===== config.mk =====
export PLATFORM = sky130hd
export DESIGN_NAME = fcs_top
export DESIGN_NICKNAME = d
export VERILOG_FILES = /design/src/rtl/fcs_pkg.sv /design/src/rtl/fcs_func_decode.sv /design/src/rtl/fcs_timer.sv /design/src/rtl/fcs_seq.sv /design/src/rtl/fcs_top.sv
export SDC_FILE = /design/constraint.sdc
export NUM_CORES = 1
export LEC_CHECK = 0
export BUFFER_PORTS_ARGS = -buffer_cell sky130_fd_sc_hd__buf_2
export CAP_MARGIN = 10
export CORE_ASPECT_RATIO = 0.8
export CORE_MARGIN = 5
export CORE_UTILIZATION = 51
export DETAILED_ROUTE_END_ITERATION = 6
export GPL_ROUTABILITY_DRIVEN = 0
export PLACE_DENSITY = 0.76
export SLEW_MARGIN = 40
export SYNTH_ARGS = -nofsm -noshare
export SYNTH_HDL_FRONTEND = slang
export SYNTH_SLANG_ARGS = --single-unit
export TNS_END_PERCENT = 5

===== constraint.sdc =====
create_clock -name clk -period 4 [get_ports clk]
set_input_delay 0.2 -clock clk [delete_from_list [all_inputs] [get_ports clk]]
set_output_delay 0.2 -clock clk [all_outputs]
set_load 0.03 [all_outputs]

===== src/rtl/fcs_pkg.sv =====
package fcs_pkg;

   localparam int WORD_W = 16;

   localparam int B_GO    = 0;
   localparam int B_DRV   = 4;
   localparam int B_DONE  = 5;
   localparam int B_IE    = 6;
   localparam int B_TR    = 7;
   localparam int B_DEN   = 8;
   localparam int B_FIXED = 11;
   localparam int B_CLR   = 14;
   localparam int B_ERR   = 15;

   typedef enum logic [2:0] {
      FN_FILL    = 3'd0,
      FN_EMPTY   = 3'd1,
      FN_WRITE   = 3'd2,
      FN_READ    = 3'd3,
      FN_SETDEN  = 3'd4,
      FN_RDSTAT  = 3'd5,
      FN_WRDEL   = 3'd6,
      FN_EXTSTAT = 3'd7
   } fcs_func_e;

   typedef enum logic [2:0] {
      ST_IDLE,
      ST_ARG0,
      ST_GAP,
      ST_ARG1,
      ST_CMD,
      ST_BUSY
   } fcs_state_e;

   typedef struct packed {
      logic [1:0]        nargs;
      logic              confirm;
      logic [WORD_W-1:0] mask0;
      logic [WORD_W-1:0] mask1;
   } fcs_plan_t;

endpackage


===== src/rtl/fcs_func_decode.sv =====
module fcs_func_decode
   import fcs_pkg::*;
(
   input  logic [2:0] func,
   output fcs_plan_t  plan
);

   always_comb begin
      plan = '0;
      case (func)
         FN_FILL, FN_EMPTY: begin
            plan.nargs = 2'd2;
            plan.mask0 = 16'h00FF;
            plan.mask1 = 16'hFFFF;
         end
         FN_WRITE, FN_READ, FN_WRDEL: begin
            plan.nargs = 2'd2;
            plan.mask0 = 16'h007F;
            plan.mask1 = 16'h00FF;
         end
         FN_SETDEN: begin
            plan.nargs   = 2'd1;
            plan.confirm = 1'b1;
            plan.mask0   = 16'h00FF;
         end
         FN_EXTSTAT: begin
            plan.nargs = 2'd1;
            plan.mask0 = 16'hFFFF;
         end
         default: plan = '0;
      endcase
   end

endmodule


===== src/rtl/fcs_timer.sv =====
module fcs_timer #(
   parameter int TW = 4
) (
   input  logic          clk,
   input  logic          rst_n,
   input  logic          load,
   input  logic [TW-1:0] load_val,
   input  logic          run,
   output logic          expired
);

   logic [TW-1:0] cnt;

   generate
      if (TW < 1) begin : g_bad_width
         $error("fcs_timer: TW must be at least 1");
      end
   endgenerate

   always_ff @(posedge clk) begin
      if (!rst_n)                  cnt <= '0;
      else if (load)               cnt <= load_val;
      else if (run && cnt != '0)   cnt <= cnt - 1'b1;
   end

   assign expired = run && (cnt == '0);

endmodule


===== src/rtl/fcs_seq.sv =====
module fcs_seq
   import fcs_pkg::*;
#(
   parameter int          XFER_GAP         = 4,
   parameter int          CMD_DELAY        = 12,
   parameter int          ECODE_W          = 8,
   parameter logic [7:0]  CONFIRM_KEY      = 8'h49,
   parameter logic [ECODE_W-1:0] BAD_CONFIRM_CODE = 8'hA8
) (
   input  logic               clk,
   input  logic               rst_n,
   input  logic               clear,
   input  logic               go_ok,
   input  fcs_plan_t          go_plan,
   input  logic               is_rdstat,
   input  logic               arg_wr,
   input  logic [WORD_W-1:0]  arg_data,
   input  logic               rsp_done,
   input  logic [ECODE_W-1:0] rsp_code,
   output logic               busy,
   output logic               tr,
   output logic [WORD_W-1:0]  arg0,
   output logic [WORD_W-1:0]  arg1,
   output logic               start,
   output logic               fin,
   output logic [ECODE_W-1:0] fin_code,
   output logic               fin_rsp
);

   localparam int MAXD = (XFER_GAP > CMD_DELAY) ? XFER_GAP : CMD_DELAY;
   localparam int TW   = $clog2(MAXD + 1);

   generate
      if (XFER_GAP < 1) begin : g_bad_gap
         $error("fcs_seq: XFER_GAP must be at least 1");
      end
      if (CMD_DELAY < 1) begin : g_bad_delay
         $error("fcs_seq: CMD_DELAY must be at least 1");
      end
   endgenerate

   fcs_state_e state;
   fcs_plan_t  plan_q;
   logic          t_load, t_run, t_exp;
   logic [TW-1:0] t_val;
   logic          bad_key;

   assign busy    = (state != ST_IDLE);
   assign bad_key = plan_q.confirm && (arg_data[7:0] != CONFIRM_KEY);

   always_comb begin
      t_load = 1'b0;
      t_val  = TW'(XFER_GAP - 1);
      if (state == ST_IDLE && go_ok && go_plan.nargs == 2'd0) begin
         t_load = 1'b1;
         t_val  = TW'(CMD_DELAY - 1);
      end else if (state == ST_ARG0 && arg_wr && plan_q.nargs == 2'd2) begin
         t_load = 1'b1;
      end
   end

   assign t_run = (state == ST_GAP) || (state == ST_CMD);

   fcs_timer #(.TW(TW)) i_timer (
      .clk      (clk),
      .rst_n    (rst_n),
      .load     (t_load),
      .load_val (t_val),
      .run      (t_run),
      .expired  (t_exp)
   );

   always_comb begin
      fin      = 1'b0;
      fin_code = '0;
      fin_rsp  = 1'b0;
      case (state)
         ST_ARG0: if (arg_wr && plan_q.nargs == 2'd1 && bad_key) begin
            fin      = 1'b1;
            fin_code = BAD_CONFIRM_CODE;
         end
         ST_CMD:  if (t_exp) fin = 1'b1;
         ST_BUSY: if (rsp_done) begin
            fin      = 1'b1;
            fin_code = rsp_code;
            fin_rsp  = 1'b1;
         end
         default: ;
      endcase
   end

   always_ff @(posedge clk) begin
      if (!rst_n || clear) begin
         state  <= ST_IDLE;
         plan_q <= '0;
         tr     <= 1'b0;
         arg0   <= '0;
         arg1   <= '0;
         start  <= 1'b0;
      end else begin
         start <= 1'b0;
         case (state)
            ST_IDLE: if (go_ok) begin
               plan_q <= go_plan;
               arg0   <= '0;
               arg1   <= '0;
               if (go_plan.nargs != 2'd0) begin
                  state <= ST_ARG0;
                  tr    <= 1'b1;
               end else begin
                  state <= ST_CMD;
               end
            end
            ST_ARG0: if (arg_wr) begin
               tr   <= 1'b0;
               arg0 <= arg_data & plan_q.mask0;
               if (plan_q.nargs == 2'd2)  state <= ST_GAP;
               else if (bad_key)          state <= ST_IDLE;
               else begin
                  state <= ST_BUSY;
                  start <= 1'b1;
               end
            end
            ST_GAP: if (t_exp) begin
               tr    <= 1'b1;
               state <= ST_ARG1;
            end
            ST_ARG1: if (arg_wr) begin
               tr    <= 1'b0;
               arg1  <= arg_data & plan_q.mask1;
               state <= ST_BUSY;
               start <= 1'b1;
            end
            ST_CMD:  if (t_exp)    state <= ST_IDLE;
            ST_BUSY: if (rsp_done) state <= ST_IDLE;
            default: state <= ST_IDLE;
         endcase
      end
   end

   // transfer request only while a command is in progress
   a_r5_tr_needs_busy: assert property (@(posedge clk) disable iff (!rst_n)
      tr |-> (state != ST_IDLE));

   // start is a single-cycle pulse
   a_r7_start_single: assert property (@(posedge clk) disable iff (!rst_n)
      start |=> !start);

   // start follows an accepted parameter write
   a_r7_start_after_arg: assert property (@(posedge clk) disable iff (!rst_n)
      $rose(start) |-> $past(arg_wr));

   // read-status never reaches the back end
   a_r10_rdstat_no_start: assert property (@(posedge clk) disable iff (!rst_n)
      (state == ST_IDLE && go_ok && is_rdstat) |=> (state == ST_CMD && !start));

endmodule


===== src/rtl/fcs_top.sv =====
module fcs_top
   import fcs_pkg::*;
#(
   parameter int          XFER_GAP         = 4,
   parameter int          CMD_DELAY        = 12,
   parameter int          ESR_W            = 12,
   parameter int          ECODE_W          = 8,
   parameter logic [7:0]  CONFIRM_KEY      = 8'h49,
   parameter logic [7:0]  BAD_CONFIRM_CODE = 8'hA8,
   parameter logic [11:0] ESR_ERR_MASK     = 12'hC19
) (
   input  logic         clk,
   input  logic         rst_n,
   input  logic         bus_wr,
   input  logic [1:0]   bus_addr,
   input  logic         bus_byte,
   input  logic [15:0]  bus_wdata,
   output logic [15:0]  bus_rdata,
   output logic         irq,
   output logic         cmd_start,
   output logic [2:0]   cmd_func,
   output logic         cmd_drive,
   output logic         cmd_density,
   output logic [1:0]   cmd_aext,
   output logic [15:0]  cmd_arg0,
   output logic [15:0]  cmd_arg1,
   input  logic         rsp_done,
   input  logic [7:0]   rsp_code,
   input  logic [11:0]  rsp_status,
   output logic [7:0]   err_code
);

   localparam int PAD_W = WORD_W - ESR_W;

   generate
      if (ESR_W != 12 || ECODE_W != 8) begin : g_bad_widths
         $error("fcs_top: status must be 12 bits and error code 8 bits");
      end
   endgenerate

   logic              ie, drv, den, done, err, irq_q;
   logic [2:0]        func_q;
   logic [1:0]        aext;
   logic [WORD_W-1:0] dbr;
   logic [ESR_W-1:0]  esr;
   logic [ECODE_W-1:0] ecode;

   logic [WORD_W-1:0] csr_rd, wdat;
   logic              wr_csr, wr_dat, clear_wr, go_ok, arg_wr, dbr_wr;
   logic              ie_nxt, irq_pre, irq_nxt;
   logic              busy, tr, fin, fin_rsp;
   logic [ECODE_W-1:0] fin_code;
   logic [ESR_W-1:0]  esr_new;
   logic              err_set;
   fcs_plan_t         go_plan;

   assign csr_rd = {err, 1'b0, aext, 1'b1, 2'b00, den, tr, ie, done, drv, func_q, 1'b0};

   // byte-lane merge for control writes
   always_comb begin
      if (!bus_byte)        wdat = bus_wdata;
      else if (bus_addr[0]) wdat = {bus_wdata[7:0], csr_rd[7:0]};
      else                  wdat = {csr_rd[15:8], bus_wdata[7:0]};
   end

   logic unused_wdat;
   assign unused_wdat = ^{wdat[11:9], wdat[7], wdat[5]};

   assign wr_csr   = bus_wr && !bus_addr[1];
   assign wr_dat   = bus_wr &&  bus_addr[1] && !bus_addr[0];
   assign clear_wr = wr_csr && wdat[B_CLR];
   assign go_ok    = wr_csr && !clear_wr && wdat[B_GO] && !busy;
   assign arg_wr   = wr_dat && busy && tr;
   assign dbr_wr   = wr_dat && (!busy || tr);

   fcs_func_decode i_decode (
      .func (wdat[3:1]),
      .plan (go_plan)
   );

   fcs_seq #(
      .XFER_GAP         (XFER_GAP),
      .CMD_DELAY        (CMD_DELAY),
      .ECODE_W          (ECODE_W),
      .CONFIRM_KEY      (CONFIRM_KEY),
      .BAD_CONFIRM_CODE (BAD_CONFIRM_CODE)
   ) i_seq (
      .clk       (clk),
      .rst_n     (rst_n),
      .clear     (clear_wr),
      .go_ok     (go_ok),
      .go_plan   (go_plan),
      .is_rdstat (wdat[3:1] == FN_RDSTAT),
      .arg_wr    (arg_wr),
      .arg_data  (bus_wdata),
      .rsp_done  (rsp_done),
      .rsp_code  (rsp_code),
      .busy      (busy),
      .tr        (tr),
      .arg0      (cmd_arg0),
      .arg1      (cmd_arg1),
      .start     (cmd_start),
      .fin       (fin),
      .fin_code  (fin_code),
      .fin_rsp   (fin_rsp)
   );

   // interrupt enable and request next values
   always_comb begin
      ie_nxt  = wr_csr ? wdat[B_IE] : ie;
      irq_pre = irq_q;
      if (go_ok)                                irq_pre = 1'b0;
      else if (wr_csr && !wdat[B_IE])           irq_pre = 1'b0;
      else if (wr_csr && done && !ie)           irq_pre = 1'b1;
      irq_nxt = irq_pre | (fin & ie_nxt);
   end

   assign esr_new = fin_rsp ? rsp_status : esr;
   assign err_set = (fin_code != '0) || ((esr_new & ESR_ERR_MASK) != '0);

   always_ff @(posedge clk) begin
      if (!rst_n || clear_wr) begin
         ie     <= 1'b0;
         irq_q  <= 1'b0;
         func_q <= '0;
         drv    <= 1'b0;
         den    <= 1'b0;
         aext   <= '0;
         done   <= 1'b0;
         err    <= 1'b0;
         dbr    <= '0;
         esr    <= '0;
         ecode  <= '0;
      end else begin
         ie    <= ie_nxt;
         irq_q <= irq_nxt;
         if (go_ok || (wr_csr && !busy)) begin
            func_q <= wdat[3:1];
            drv    <= wdat[B_DRV];
            den    <= wdat[B_DEN];
            aext   <= wdat[13:12];
         end
         if (go_ok) begin
            done <= 1'b0;
            err  <= 1'b0;
         end
         if (dbr_wr) dbr <= bus_wdata;
         if (fin) begin
            done  <= 1'b1;
            err   <= err_set;
            esr   <= esr_new;
            ecode <= fin_code;
            dbr   <= {{PAD_W{1'b0}}, esr_new};
         end
      end
   end

   assign bus_rdata   = bus_addr[1] ? dbr : csr_rd;
   assign irq         = irq_q;
   assign cmd_func    = func_q;
   assign cmd_drive   = drv;
   assign cmd_density = den;
   assign cmd_aext    = aext;
   assign err_code    = ecode;

   // the request never rises while enable is clear
   a_r11_irq_needs_ie: assert property (@(posedge clk) disable iff (!rst_n)
      $rose(irq_q) |-> ie);

   // done and transfer request are never up together
   a_r3_done_tr_excl: assert property (@(posedge clk) disable iff (!rst_n)
      !(done && tr));

   // a rejected control write while busy keeps the function
   a_r12_busy_keeps_func: assert property (@(posedge clk) disable iff (!rst_n)
      (busy && wr_csr && !clear_wr) |=> (func_q == $past(func_q)));

   // a clear write leaves the block idle with done low
   a_r2_clear_idle: assert property (@(posedge clk) disable iff (!rst_n)
      clear_wr |=> (!done && !tr && !irq_q));

endmodule


==> flow_summary.json <==
{
  "cts_max_level": 3,
  "power_mw": 2.23,
  "synth_area_per_cell_um2": 8.85,
  "die-height_um": 95.7,
  "core_area_mm2": 0.00900,
  "power.density_mw_per_mm2": 408,
  "crit_slowest_cell": "and4b_1",
  "nNetsFinal": 655,
  "rsz0062_at_grt": "false",
  "drc_errors": 0,
  "fin_crit_ns": 2.31,
  "num_antenna_cells": 0,
  "grt_max_degree": 45,
  "critical_path_required_ns": 4.28,
  "hold_viol_final": 0,
  "utilization_pct": 60.7,
  "clockBufferDepth": 2,
  "holdWs_ns": 0.125,
  "die_x_um": 117,
  "critPathLaunchType": "flip-flop",
  "syn_area_mm2": 0.00468,
  "post_cts_buffers": 0,
  "maxCapViolations": 0,
  "timing.final.crit_share_pct": 57.9,
  "async_reset_ff_share_pct": 0,
  "clkSlewWorstSetupHoldPaths_ns": 0.07,
  "stdcell_count": 729,
  "synth_edf_count": 0,
  "start_util_pct": 52.0,
  "skew_ns": 0.00879,
  "relSlewSlack_pct": 48.4,
  "cts_buffers": 9,
  "vias": 4234,
  "pre_cts_ws_ns": 1.73,
  "hold_class": "in2reg",
  "placed_area_mm2": 0.00512,
  "cts_hold_buffers": 0,
  "avgViaCountPerCell": 5.81,
  "ys_types": 64,
  "antenna_found_initial": 0,
  "fmax_ghz": 0.432,
  "drt_wl_total_um": 12700,
  "num_rows": 31,
  "drt_iter0_drc": 462,
  "pin_count": 108,
  "finalSetupTns_ns": 0,
  "path_cells": "and4b_1 -> a31oi_2 -> o21ai_2 -> buf_4 -> o21ai_1 -> a21oi_1",
  "path_class": "reg2reg",
  "worst_pin_slew_ns": 0.771,
  "cts_root_buf": "clkbuf_16",
  "setup-violations-final": 0,
  "die-area_mm2": 0.0112,
  "dp_hpwl_um": 9190,
  "status": "finished clean",
  "grt_pass1_vias": 4069,
  "p_leak_nw": 2.22,
  "grt_usage_pct": 22.8,
  "syn_to_final_growth_pct": 16.8,
  "report.final.slew_viol_count": 0,
  "port_buffers": 107,
  "fin_ws_ns": 1.69,
  "critPathMaxFanout": 29,
  "synth-seq-cells": 96,
  "cts_resized": 0,
  "grt_pass1_wl_um": 20100,
  "ys_seq_area_share_pct": 41.1,
  "critPathMaxStageDelay_ns": 0.78,
  "synth_ff_type": "dfxtp_1",
  "endpoint_kind": "flip-flop",
  "dr.pass1.iters": 5,
  "postLayoutCellArea_mm2": 0.00547,
  "grt-ovfl-total": 0,
  "postSynthCellCount": 529,
  "critPathArrivalTime_ns": 2.59,
  "dp.cells": 713,
  "antenna_left": 0,
  "clk_latency_ns": 0.35,
  "drive_above_1_share_pct": 29.8,
  "ys_warn_count": 0,
  "cts_tree": "done",
  "cts_sinks": 96,
  "synth_fp_nets": 574,
  "peakVddDrop_mv": 0.200,
  "wire_per_inst_um": 17.4
}
[registers in the layout (all words and copies together), names as in the netlist, 4 cells and up]
register	cells
err_code	8
i_seq.i_timer.cnt	4
i_seq.plan_q	8
dbr	16
i_seq.arg1	16
i_seq.arg0	16
esr	12
[cells in the mapped netlist, drive strengths merged (7+ instances only)]
library cell,instances,area [µm²]
nand2,75,289
nor3,12,82.6
nand3,60,375
inv,12,45.0
mux2i,24,256
and2,12,75.1
clkbuf,8,32.5
o31ai,13,103
a21oi,30,150
a31oi,13,87.6
nor2,17,73.8
mux2,7,78.8
buf,35,255
dfxtp,96,1920
o21ai,51,334
[routing by layer]
layer  global-route usage [%]  part of all wire (%)  vias up
met1                     29.7                    43     2019
met5                        0                     0        -
met2                     37.7                    48      144
li1                         -                     -     2048
met4                     7.64                   1.9        0
met3                     4.70                   7.2       23
[placed cells by master, fill, tap and decap left out, types with 14 or more instances in the layout]
| cell | n |
|---|---|
| o21ai_1 | 18 |
| mux2i_1 | 22 |
| nand2_1 | 74 |
| nand3_1 | 45 |
| nand3_2 | 15 |
| a21oi_1 | 30 |
| nor2_1 | 15 |
| buf_2 | 107 |
| o21ai_0 | 14 |
| dfxtp_1 | 96 |
| o21ai_2 | 17 |
[critical path: cells and delay by family, from the launching register on]
kind / cells / cell delay (ns)
and+or+nand+nor: 1 / 0.78
AOI/OAI and AO/OA: 4 / 0.48
buffers and inverters: 1 / 0.30
DFF: 1 / 0.69
[power by group]
part	total, mW	internal (mW)	switching [mW]	leakage (nW)
combinational	0.245	0.0814	0.163	1.28
sequential	0.996	0.973	0.0231	0.775
clock	0.991	0.612	0.379	0.166
total	2.23	1.67	0.565	2.22
[cell type report]
class,count,area [µm²]
Sequential cell,96,1920
Fill cell,820,3530
Timing Repair Buffer,113,581
Clock buffer,9,225
Multi-Input combinational cell,378,2430
Inverter,12,45.0
Tap cell,115,144
Clock inverter,6,116
[worst paths after layout]
check	start	to	slack, ns	depth (start not counted)
worst min register to register	i_seq.plan_q[30]	i_seq.plan_q[30]	0.45	2
worst min-delay path	rsp_status[7]	esr[7]	0.12	3
worst max register to register	i_seq.state[2]	irq	1.69	6
worst max-delay path	i_seq.state[2]	irq	1.69	6
[logic make-up after synthesis]
kind of cell,share of synthesized area (%)
multiplexers,7.17
buffers and inverters,7.11
adder cells (fa/ha/maj),0.535
XOR/XNOR,0.562
flip-flops,41.1
AND/OR/NAND/NOR,25.6
AO/OA/AOI/OAI,17.9
No activity file was read; power rests on OpenSTA's default activity.
